$ cat config.mk
export PLATFORM = sky130hd
export DESIGN_NAME = mulx_iter_unit
export DESIGN_NICKNAME = d
export VERILOG_FILES = /design/src/rtl/mulx_pkg.sv /design/src/rtl/mulx_decode.sv /design/src/rtl/mulx_ctrl.sv /design/src/rtl/mulx_datapath.sv /design/src/rtl/mulx_iter_unit.sv
export SDC_FILE = /design/constraint.sdc
export NUM_CORES = 1
export LEC_CHECK = 0
export BUFFER_PORTS_ARGS = -buffer_cell sky130_fd_sc_hd__buf_2
export CORE_ASPECT_RATIO = 1.5
export CORE_MARGIN = 2
export CORE_UTILIZATION = 55
export DETAILED_ROUTE_END_ITERATION = 8
export PLACE_DENSITY = 0.73
export RECOVER_POWER = 25
export SETUP_SLACK_MARGIN = 0.4
export SLEW_MARGIN = 20
export SYNTH_ARGS = -nofsm -noshare
export SYNTH_HDL_FRONTEND = slang
export SYNTH_HIERARCHICAL = 1
export SYNTH_SLANG_ARGS = --single-unit
$ cat constraint.sdc
create_clock -name clk -period 7.4 [get_ports clk]
set_input_delay 1.48 -clock clk [delete_from_list [all_inputs] [get_ports clk]]
set_output_delay 1.48 -clock clk [all_outputs]
set_load 0.02 [all_outputs]
$ cat src/rtl/mulx_pkg.sv
package mulx_pkg;
  localparam int FUNC_W = 6;
  localparam logic [FUNC_W-1:0] FN_LO = 6'h27;
  localparam logic [FUNC_W-1:0] FN_UU = 6'h07;
  localparam logic [FUNC_W-1:0] FN_SU = 6'h17;
  localparam logic [FUNC_W-1:0] FN_SS = 6'h1F;
  localparam int FN_MUL_BIT = 1;

  typedef enum logic [1:0] {SEL_LO, SEL_UU, SEL_SU, SEL_SS} mulx_sel_e;
  typedef enum logic [1:0] {ST_IDLE, ST_RUN, ST_FIX, ST_FIN} mulx_st_e;
endpackage

$ cat src/rtl/mulx_decode.sv
module mulx_decode
  import mulx_pkg::*;
(
  input  logic [FUNC_W-1:0] func_i,
  input  logic              imm_sel_i,
  output logic              valid_o,
  output mulx_sel_e         sel_o
);
  always_comb begin
    valid_o = imm_sel_i | func_i[FN_MUL_BIT];
    if (imm_sel_i)           sel_o = SEL_LO;
    else if (func_i == FN_LO) sel_o = SEL_LO;
    else if (func_i == FN_UU) sel_o = SEL_UU;
    else if (func_i == FN_SU) sel_o = SEL_SU;
    else                      sel_o = SEL_SS;
  end
endmodule

$ cat src/rtl/mulx_ctrl.sv
module mulx_ctrl
  import mulx_pkg::*;
#(
  parameter int W = 32
) (
  input  logic      clk,
  input  logic      rst_n,
  input  logic      start_i,
  input  logic      valid_i,
  input  mulx_sel_e sel_i,
  output mulx_sel_e sel_o,
  output logic      launch_o,
  output logic      step_o,
  output logic      cap_next_o,
  output logic      cap_fix_o,
  output logic      busy_o,
  output logic      done_o
);
  localparam int CW = $clog2(W);
  localparam logic [CW-1:0] LAST = CW'(W - 1);

  mulx_st_e        st_q, st_n;
  logic [CW-1:0]   cnt_q, cnt_n;
  mulx_sel_e       sel_q, sel_n;
  logic            last_step, needs_fix;

  always_comb begin
    launch_o   = (st_q == ST_IDLE) && start_i && valid_i;
    step_o     = (st_q == ST_RUN);
    last_step  = step_o && (cnt_q == LAST);
    needs_fix  = (sel_q == SEL_SU) || (sel_q == SEL_SS);
    cap_next_o = last_step && !needs_fix;
    cap_fix_o  = (st_q == ST_FIX);
    busy_o     = (st_q != ST_IDLE);
    done_o     = (st_q == ST_FIN);
    sel_o      = sel_q;

    st_n  = st_q;
    cnt_n = cnt_q;
    sel_n = sel_q;
    case (st_q)
      ST_IDLE: if (launch_o) begin
        st_n  = ST_RUN;
        cnt_n = '0;
        sel_n = sel_i;
      end
      ST_RUN: begin
        cnt_n = cnt_q + 1'b1;
        if (last_step) st_n = needs_fix ? ST_FIX : ST_FIN;
      end
      ST_FIX:  st_n = ST_FIN;
      default: st_n = ST_IDLE;
    endcase
  end

  always_ff @(posedge clk or negedge rst_n) begin
    if (!rst_n) begin
      st_q  <= ST_IDLE;
      cnt_q <= '0;
      sel_q <= SEL_LO;
    end else begin
      st_q  <= st_n;
      cnt_q <= cnt_n;
      sel_q <= sel_n;
    end
  end
endmodule

$ cat src/rtl/mulx_datapath.sv
module mulx_datapath
  import mulx_pkg::*;
#(
  parameter int W = 32
) (
  input  logic         clk,
  input  logic         rst_n,
  input  logic         load_i,
  input  logic         step_i,
  input  logic         cap_next_i,
  input  logic         cap_fix_i,
  input  mulx_sel_e    sel_i,
  input  logic [W-1:0] a_i,
  input  logic [W-1:0] b_i,
  output logic [W-1:0] res_o
);
  logic [W-1:0] a_q, borig_q, bl_q, br_q, lo_q, hi_q, res_q;
  logic [W-1:0] a_n, borig_n, bl_n, br_n, lo_n, hi_n, res_n;
  logic [W-1:0] lo_d, hi_d, fix_a, fix_b;
  logic [W:0]   hi_sum;

  always_comb begin
    lo_d   = (lo_q << 1) + (bl_q[W-1] ? a_q : '0);
    hi_sum = {1'b0, hi_q} + {1'b0, (br_q[0] ? a_q : '0)};
    hi_d   = hi_sum[W:1];
    fix_a  = a_q[W-1] ? borig_q : '0;
    fix_b  = ((sel_i == SEL_SS) && borig_q[W-1]) ? a_q : '0;

    a_n = a_q; borig_n = borig_q; bl_n = bl_q; br_n = br_q;
    lo_n = lo_q; hi_n = hi_q; res_n = res_q;
    if (load_i) begin
      a_n = a_i; borig_n = b_i; bl_n = b_i; br_n = b_i;
      lo_n = '0; hi_n = '0;
    end else if (step_i) begin
      lo_n = lo_d; hi_n = hi_d;
      bl_n = bl_q << 1; br_n = br_q >> 1;
    end
    if (cap_next_i)     res_n = (sel_i == SEL_LO) ? lo_d : hi_d;
    else if (cap_fix_i) res_n = hi_q - fix_a - fix_b;
  end

  always_ff @(posedge clk or negedge rst_n) begin
    if (!rst_n) begin
      a_q <= '0; borig_q <= '0; bl_q <= '0; br_q <= '0;
      lo_q <= '0; hi_q <= '0; res_q <= '0;
    end else begin
      a_q <= a_n; borig_q <= borig_n; bl_q <= bl_n; br_q <= br_n;
      lo_q <= lo_n; hi_q <= hi_n; res_q <= res_n;
    end
  end

  assign res_o = res_q;
endmodule

$ cat src/rtl/mulx_iter_unit.sv
module mulx_iter_unit
  import mulx_pkg::*;
#(
  parameter int W  = 32,
  parameter int IW = 16
) (
  input  logic              clk,
  input  logic              rst_n,
  input  logic              start_i,
  input  logic [W-1:0]      opa_i,
  input  logic [W-1:0]      opb_i,
  input  logic [FUNC_W-1:0] func_i,
  input  logic              imm_sel_i,
  output logic              busy_o,
  output logic              done_o,
  output logic [W-1:0]      result_o
);
  logic         valid, launch, step, cap_next, cap_fix;
  mulx_sel_e    sel_dec, sel_run;
  logic [W-1:0] b_eff;

  assign b_eff = imm_sel_i ? {{(W-IW){opb_i[IW-1]}}, opb_i[IW-1:0]} : opb_i;

  mulx_decode u_dec (
    .func_i(func_i), .imm_sel_i(imm_sel_i), .valid_o(valid), .sel_o(sel_dec)
  );

  mulx_ctrl #(.W(W)) u_ctrl (
    .clk(clk), .rst_n(rst_n), .start_i(start_i), .valid_i(valid),
    .sel_i(sel_dec), .sel_o(sel_run), .launch_o(launch), .step_o(step),
    .cap_next_o(cap_next), .cap_fix_o(cap_fix), .busy_o(busy_o), .done_o(done_o)
  );

  mulx_datapath #(.W(W)) u_dp (
    .clk(clk), .rst_n(rst_n), .load_i(launch), .step_i(step),
    .cap_next_i(cap_next), .cap_fix_i(cap_fix), .sel_i(sel_run),
    .a_i(opa_i), .b_i(b_eff), .res_o(result_o)
  );
endmodule

Yosys cells after proc, flatten, opt, wreduce, memory -nomap -nowiden

Cells that the tools add are included.
Widths: inputs -> output; s select.

Flip-flop bits (word level): 232
Input port bits: 74
Output and inout bits: 34
Word-level logic and storage cells: 69

Add/sub/neg operators: 5
Equal/unequal tests: 11
Multiplexer cells: 26
Bitwise logic cells: 1
Reduce and logical (&&, ||, !) cells: 16

Operators with widths:

| operator            | count |
|---|---|
| $mux 32             | 14 |
| $sub 32x32->32      | 2 |
| $mux 31             | 2 |
| $add 32x32->33      | 1 |
| $add 32x32->32      | 1 |
| $mux 2              | 5 |
| $pmux 5 s2          | 1 |
| $eq 2x2->1 const B  | 4 |
| $reduce_bool 2->1   | 4 |
| $eq 6x3->1 const B  | 1 |
| $eq 6x5->1 const B  | 1 |
| $eq 6x6->1 const B  | 1 |
| $pmux 2 s3          | 1 |
| $reduce_and 2->1    | 3 |
| $add 5x1->5 const B | 1 |
| $eq 5x5->1 const B  | 1 |
| $logic_and 1x1->1   | 5 |
| $mux 5              | 1 |
| $logic_not 2->1     | 2 |
| $eq 2x1->1 const B  | 1 |
| $mux 1              | 2 |
| $ne 2x1->1 const B  | 1 |
| $ne 2x2->1 const B  | 1 |
| $logic_not 1->1     | 1 |
| 2 further kinds     | 2 |

Longest topological paths before layout

Depth in word-level cells: 6
Gate-level depth with buffers: 18
Gate-level depth less buffers: 18

Cells and area by module

Netlist, hierarchy kept.

Modules (own cells, without submodules):

| module         | times used | cells an instance | area each (um^2) | seq. area each (um^2) |
|---|---|---|---|---|
| mulx_datapath  | 1          | 1771              | 15930.3          | 5580.4 |
| mulx_ctrl      | 1          | 46                | 538.0            | 225.2 |
| mulx_iter_unit | 1          | 19                | 254.0            | 0.0 |
| mulx_decode    | 1          | 6                 | 42.5             | 0.0 |

Worst setup path before layout

Ideal clock, no wire load.

Path kind: flip-flop to flip-flop
Start point: register u_dp.a_q[31]
End point: register u_dp.res_q[30], in the netlist u_dp/res_o[30]
Setup time: 0.086 ns
Arrival time: 3.710 ns
Data required time: 7.314 ns
Path slack: 3.604 ns
Cell stages (with the launch flop): 18
Path buffers: 1
Clock period less this slack: 3.796 ns
Path through: dfrtp_1 -> clkbuf_1 -> and2_1 -> fa_1 -> inv_1 -> ha_1 -> or2_2 -> fa_1 -> a21o_1 -> a31o_2 -> a21oi_1 -> nand3b_1 -> nand3_1 -> a21o_1 -> a31oi_1 -> xnor2_1 -> nor2_1 -> nor3_1

Cells in the longest elaborated chain, start to end: 5
Elaborated cells between the ends (all ways): 8
Classes of those cells: 3 x add/sub; 5 x mux

Ends and longest elaborated chain:

| what                         | line                | text |
|---|---|---|
| from (decl)                  | mulx_datapath.sv:17 | `logic [W-1:0] a_q, borig_q, bl_q, br_q, lo_q, hi_q, res_q;` |
| from (signal assigned)       | mulx_datapath.sv:47 | `a_q <= a_n; borig_q <= borig_n; bl_q <= bl_n; br_q <= br_n;` |
| $mux 32                      | mulx_datapath.sv:26 | `fix_a = a_q[W-1] ? borig_q : '0;` |
| $sub 32x32->32 (2 in series) | mulx_datapath.sv:39 | `else if (cap_fix_i) res_n = hi_q - fix_a - fix_b;` |
| $mux 32                      | mulx_datapath.sv:39 |  |
| $mux 32 *                    | mulx_datapath.sv:38 | `if (cap_next_i) res_n = (sel_i == SEL_LO) ? lo_d : hi_d;` |
| to (signal assigned)         | mulx_datapath.sv:48 | `lo_q <= lo_n; hi_q <= hi_n; res_q <= res_n;` |
| to (decl)                    | mulx_datapath.sv:17 |  |

Mark *: on every way between the ends. The rest lies on a longest branch, timed or not. The select of a mux whose other input is x is not followed.
A chain may end at the register's enable or synchronous reset.

Worst setup path after layout

Start point: register u_ctrl.sel_q[0], in the netlist u_ctrl/sel_o[0]
End point: register u_dp.res_q[30], in the netlist u_dp/res_o[30]

Cells in the longest elaborated chain, start to end: 6
Elaborated cells between the ends (all ways): 13
Classes of those cells: 1 x add/sub; 2 x eq/ne; 4 x mux; 6 x reduce/logical

Ends and longest elaborated chain:

| what                   | line                                 | text |
|---|---|---|
| from (decl)            | mulx_ctrl.sv:24                      | `mulx_sel_e sel_q, sel_n;` |
| from (signal assigned) | mulx_ctrl.sv:64                      | `sel_q <= sel_n;` |
| $eq 2x2->1             | mulx_ctrl.sv:31, mulx_datapath.sv:27 |  |
| $logic_and 1x1->1      | mulx_datapath.sv:27                  | `fix_b = ((sel_i == SEL_SS) && borig_q[W-1]) ? a_q : '0;` |
| $mux 32                | mulx_datapath.sv:27                  |  |
| $sub 32x32->32         | mulx_datapath.sv:39                  |  |
| $mux 32                | mulx_datapath.sv:39                  |  |
| $mux 32                | mulx_datapath.sv:38                  |  |

Several ways; a longest one is shown, not always the timed one. The select of a mux whose other input is x is not followed.

==> qor_table.md <==
| Group | Item | Value |
|:---|:---|:---|
| status | Run status | complete, but fails checks |
| status | Violations in the final reports | max-capacitance violations, max-slew violations |
| clocking | Root buffer cell | clkbuf_16 |
| setup path | Maximum fanout count along the critical path | 31 |
| detailed routing | Vias/cell | 5.83 |
| job | Max capacitance violation total | 1 |
| global route | Initial antenna violation count | 0 |
| clocking | Clock tree from TritonCTS | built |
| yosys | Number of enable-type register cells in the synthesized netlist | 0 |
| yosys | Post-synthesis instance area | 0.0168 sq mm |
| yosys | Post-synthesis area per instance | 9.10 sq um |
| global route | Overall global routing resource usage | 26.6% |
| clocking | Clock latency at the later pin of the worst-skew pair | 0.54 ns |
| floorplanning | Number of placement rows | 78 |
| detailed routing | Average wire per standard cell | 18.2 microns |
| place | Port-buffer cells | 107 |
| detailed routing | Post-route antenna net violation count | 0 |
| setup path | Crit path from | u_ctrl/sel_o[0] |
| yosys | Syn Nets | 2049 |
| yosys | Count of synthesis-stage warnings from yosys | 6 |
| setup path | Worst setup SP type | flop |
| sta | Least-Margin Pin Slew | 2.95 ns |
| clocking | CTS H-tree lvls | 1 |
| setup path | Beginning of the worst register-to-register path | u_ctrl/sel_o[0] |
| sta | Relative slew slack | -96.6% |
| sta | Setup TNS after final layout | 0 ns |
| setup path | Crit path capture | u_dp/res_o[30] |
| setup path | Worst Setup Path Type | flop to flop |
| floorplanning | Die Y | 218 microns |
| layout | Number of antenna repair diodes | 0 |
| sta | Post-Route Hold Slack | 0.502 ns |
| yosys | Synth async-reset ratio | 100% |
| setup path | Path depth of the worst reg2reg path | 19 |
| place | Estimated wirelength of the detail-placed design | 31.1 mm |
| yosys | Distinct cell type count of the synthesized netlist | 73 |
| detailed routing | Number of DRC markers in iteration 0 | 778 |
| sta | Highest Clock Rate | 218 MHz |
| clocking | Setup bufs post-CTS | 0 |
| floorplanning | Die boundary width | 147 microns |
| detailed routing | Vias post-DR | 13505 |
| yosys | Synth top area cells | dfrtp_1 35%, ha_1 7.5%, mux2_2 4.7% |
| yosys | Combinational family with the most area after synthesis | simple AND/OR/NAND/NOR gates |
| yosys | Most instantiated cells after synthesis | 232 x dfrtp_1, 181 x nor2_1, 135 x nand2_1 |
| place | Global placer's final weighted congestion | 0.972 |
| yosys | Synth Area in Simple Gates | 19.1% |
| yosys | Multiplexer share of the synthesized area | 9.42% |
| yosys | Area fraction in compound gates after synthesis | 16.3% |
| detailed routing | DRC violation count after routing | 0 |
| yosys | Xor and xnor area share after synthesis | 4.60% |
| clocking | Buffers from clock root to sink, at most | 3 |
| setup path | Data arrival time of the critical path | 5.03 ns |
| global route | GRT overflow | 0 |
| clocking | Clock sink count | 232 |
| place | Count of placed standard cells including taps | 2273 |
| sta | Final critical delay including setup and external delays | 4.58 ns |
| global route | Global-route wire length before repair | 69.3 mm |
| setup path | Worst Setup End Kind | flop |
| clocking | Number of CTS-inserted buffers | 25 |
| sta | Unrepaired setup endpoints after global routing | no |
| yosys | Dominant cell by count in the synthesized netlist | dfrtp_1 |
| floorplanning | Number of I/O pins | 108 |
| detailed routing | 1st-pass router iterations | 5 |
| clocking | CTS-repair resized insts | 0 |
| sta | Tcrit/Tclk final | 61.9% |
| yosys | Post-synthesis cell type with the largest combined area | dfrtp_1 |
| place | Cell area reported after detailed placement | 0.0176 sq mm |
| setup path | Worst endpoint required time | 7.84 ns |
| yosys | Count of state elements after synthesis | 232 |
| layout | Final Non-Filler Cells | 2318 |
| sta | Max Slew Vio Count | 117 |
| worst hold path | Path category of the worst min-delay check | flop to flop |
| clocking | CTS Hold Bufs | 0 |
| setup path | Worst setup slack for register-to-register paths | 2.82 ns |
| floorplanning | Die area | 0.0319 sq mm |
| yosys | Top flip-flop cell by instance count after synthesis | dfrtp_1 |
| layout | Total of fill cells in the finished design | 2637 |
| layout | Final instance area | 0.0184 sq mm |
| yosys | Register area share after synthesis | 34.6% |
| layout | Number of nets in the finished design | 2107 |
| floorplanning | Floorplan core area | 0.0302 sq mm |
| clocking | Clk slew on worst S/H paths | 0.06 ns |
| sta | Number of failing hold endpoints at the final stage | 0 |
| global route | Number of global-route vias before repair | 13458 |
| yosys | Portion of synthesized cell area occupied by the leading cell type | 34.6% |
| detailed routing | Post-detailed-routing wire length | 42.1 mm |
| yosys | Synthesized netlist cell count | 1842 |
| setup path | Reg-to-reg critical path endpoint | u_dp/res_o[30] |
| global route | Maximum number of pins on one net before global-route repair | 170 |
| sta | Post-Route Skew | 0.0102 ns |
| yosys | Adder-cell share of the synthesized area | 11.4% |
| layout | Proportion of layout cells with a drive suffix above 1 | 14.0% |
| floorplanning | Starting density of the core | 55.6% |
| layout | Post-synthesis to final-layout area growth | 9.79% |
| sta | Number of setup violations in the final report | 0 |
==> sequential cells by signal (all words and copies together), names as in the netlist <==
name	flops
u_dp/a_q	32
u_dp/bl_q	32
u_dp/borig_q	32
u_dp/br_q	32
u_dp/hi_q	32
u_dp/res_o	32
u_dp/lo_q	31
u_ctrl/cnt_q	5
u_ctrl/sel_o	2
u_ctrl/st_q	2
==> per-stage QoR <==
stage	setup WS (ns)	utilization, %
after floorplan	3.60	-
after global placement	3.05	58.3
after detailed placement	2.92	58.3
after CTS	2.89	61.1
after global routing	2.36	61.0
final	2.82	61.0
==> worst min-delay path by stage <==
stage	startpoint	to	cells after the start	slack, ns
after floorplan	u_dp/bl_q[0]	u_dp/bl_q[0]	2	0.45
after global placement	u_dp/bl_q[0]	u_dp/bl_q[0]	2	0.48
after detailed placement	u_dp/bl_q[0]	u_dp/bl_q[0]	2	0.48
after CTS	u_dp/bl_q[0]	u_dp/bl_q[0]	2	0.50
after global routing	u_dp/borig_q[7]	u_dp/borig_q[7]	1	0.53
final	u_dp/bl_q[0]	u_dp/bl_q[0]	2	0.50
==> routing by layer <==
layer	vias to the layer above	global-route usage (%)	routed length, microns
met1	6569	36.5	18900
met4	0	8.41	1290
met5	-	0	0
li1	6499	-	-
met2	368	44.8	19900
met3	69	2.66	2090
==> final cells by class <==
cell class              count  area (sq um)  share of cell area, %
multi-input cells        1412         10200                   55.5
flip-flops and latches    232          5810                   31.5
clock buffers              30           684                   3.72
repair buffers            117           631                   3.43
well taps                 400           500                   2.72
inverters                 112           420                   2.28
clock inverters            15           146                  0.795
==> critical path, cell delays in order, from the launching register on <==
cell,delay (ns)
dfrtp_1,0.41
nand2_1,0.16
nor2_1,0.06
buf_4,0.22
and2_1,0.20
fa_1,0.50
inv_1,0.05
ha_1,0.20
or2_2,0.31
fa_1,0.40
a21o_1,0.21
a31o_2,0.25
a21oi_1,0.27
nand3b_1,0.25
nand3_1,0.16
a21o_1,0.23
a31oi_1,0.20
xnor2_1,0.14
nor2_1,0.05
nor3_1,0.19
==> layout by cell type, fill, tap and decap left out, types with 27 or more instances in the layout <==
| cell type | Yosys | final |
|---|---|---|
| a21oi_1 | 112 | 112 |
| fa_1 | 33 | 33 |
| nor2b_1 | 111 | 111 |
| and2_1 | 119 | 119 |
| o21ai_0 | 55 | 55 |
| inv_1 | 112 | 112 |
| nand2_1 | 135 | 135 |
| a21o_1 | 30 | 30 |
| mux2i_1 | 61 | 61 |
| buf_2 | 2 | 106 |
| xnor2_1 | 57 | 57 |
| dfrtp_1 | 232 | 232 |
| ha_1 | 100 | 98 |
| xor2_1 | 31 | 31 |
| mux2_2 | 70 | 70 |
| a31oi_1 | 27 | 27 |
| a211oi_1 | 85 | 85 |
| nor2_1 | 181 | 180 |
==> cells by family after synthesis <==
kind of cell               after synthesis
and+or+nand+nor                        641
AOI/OAI and AO/OA                      407
DFF                                    232
buffers and inverters                  198
muxes                                  143
adders and majority gates              133
xor gates and xnor gates                88
Power is left out: the tool's default activity adds up to more than one toggle a clock period on the data nets, which glitch-free logic cannot reach.
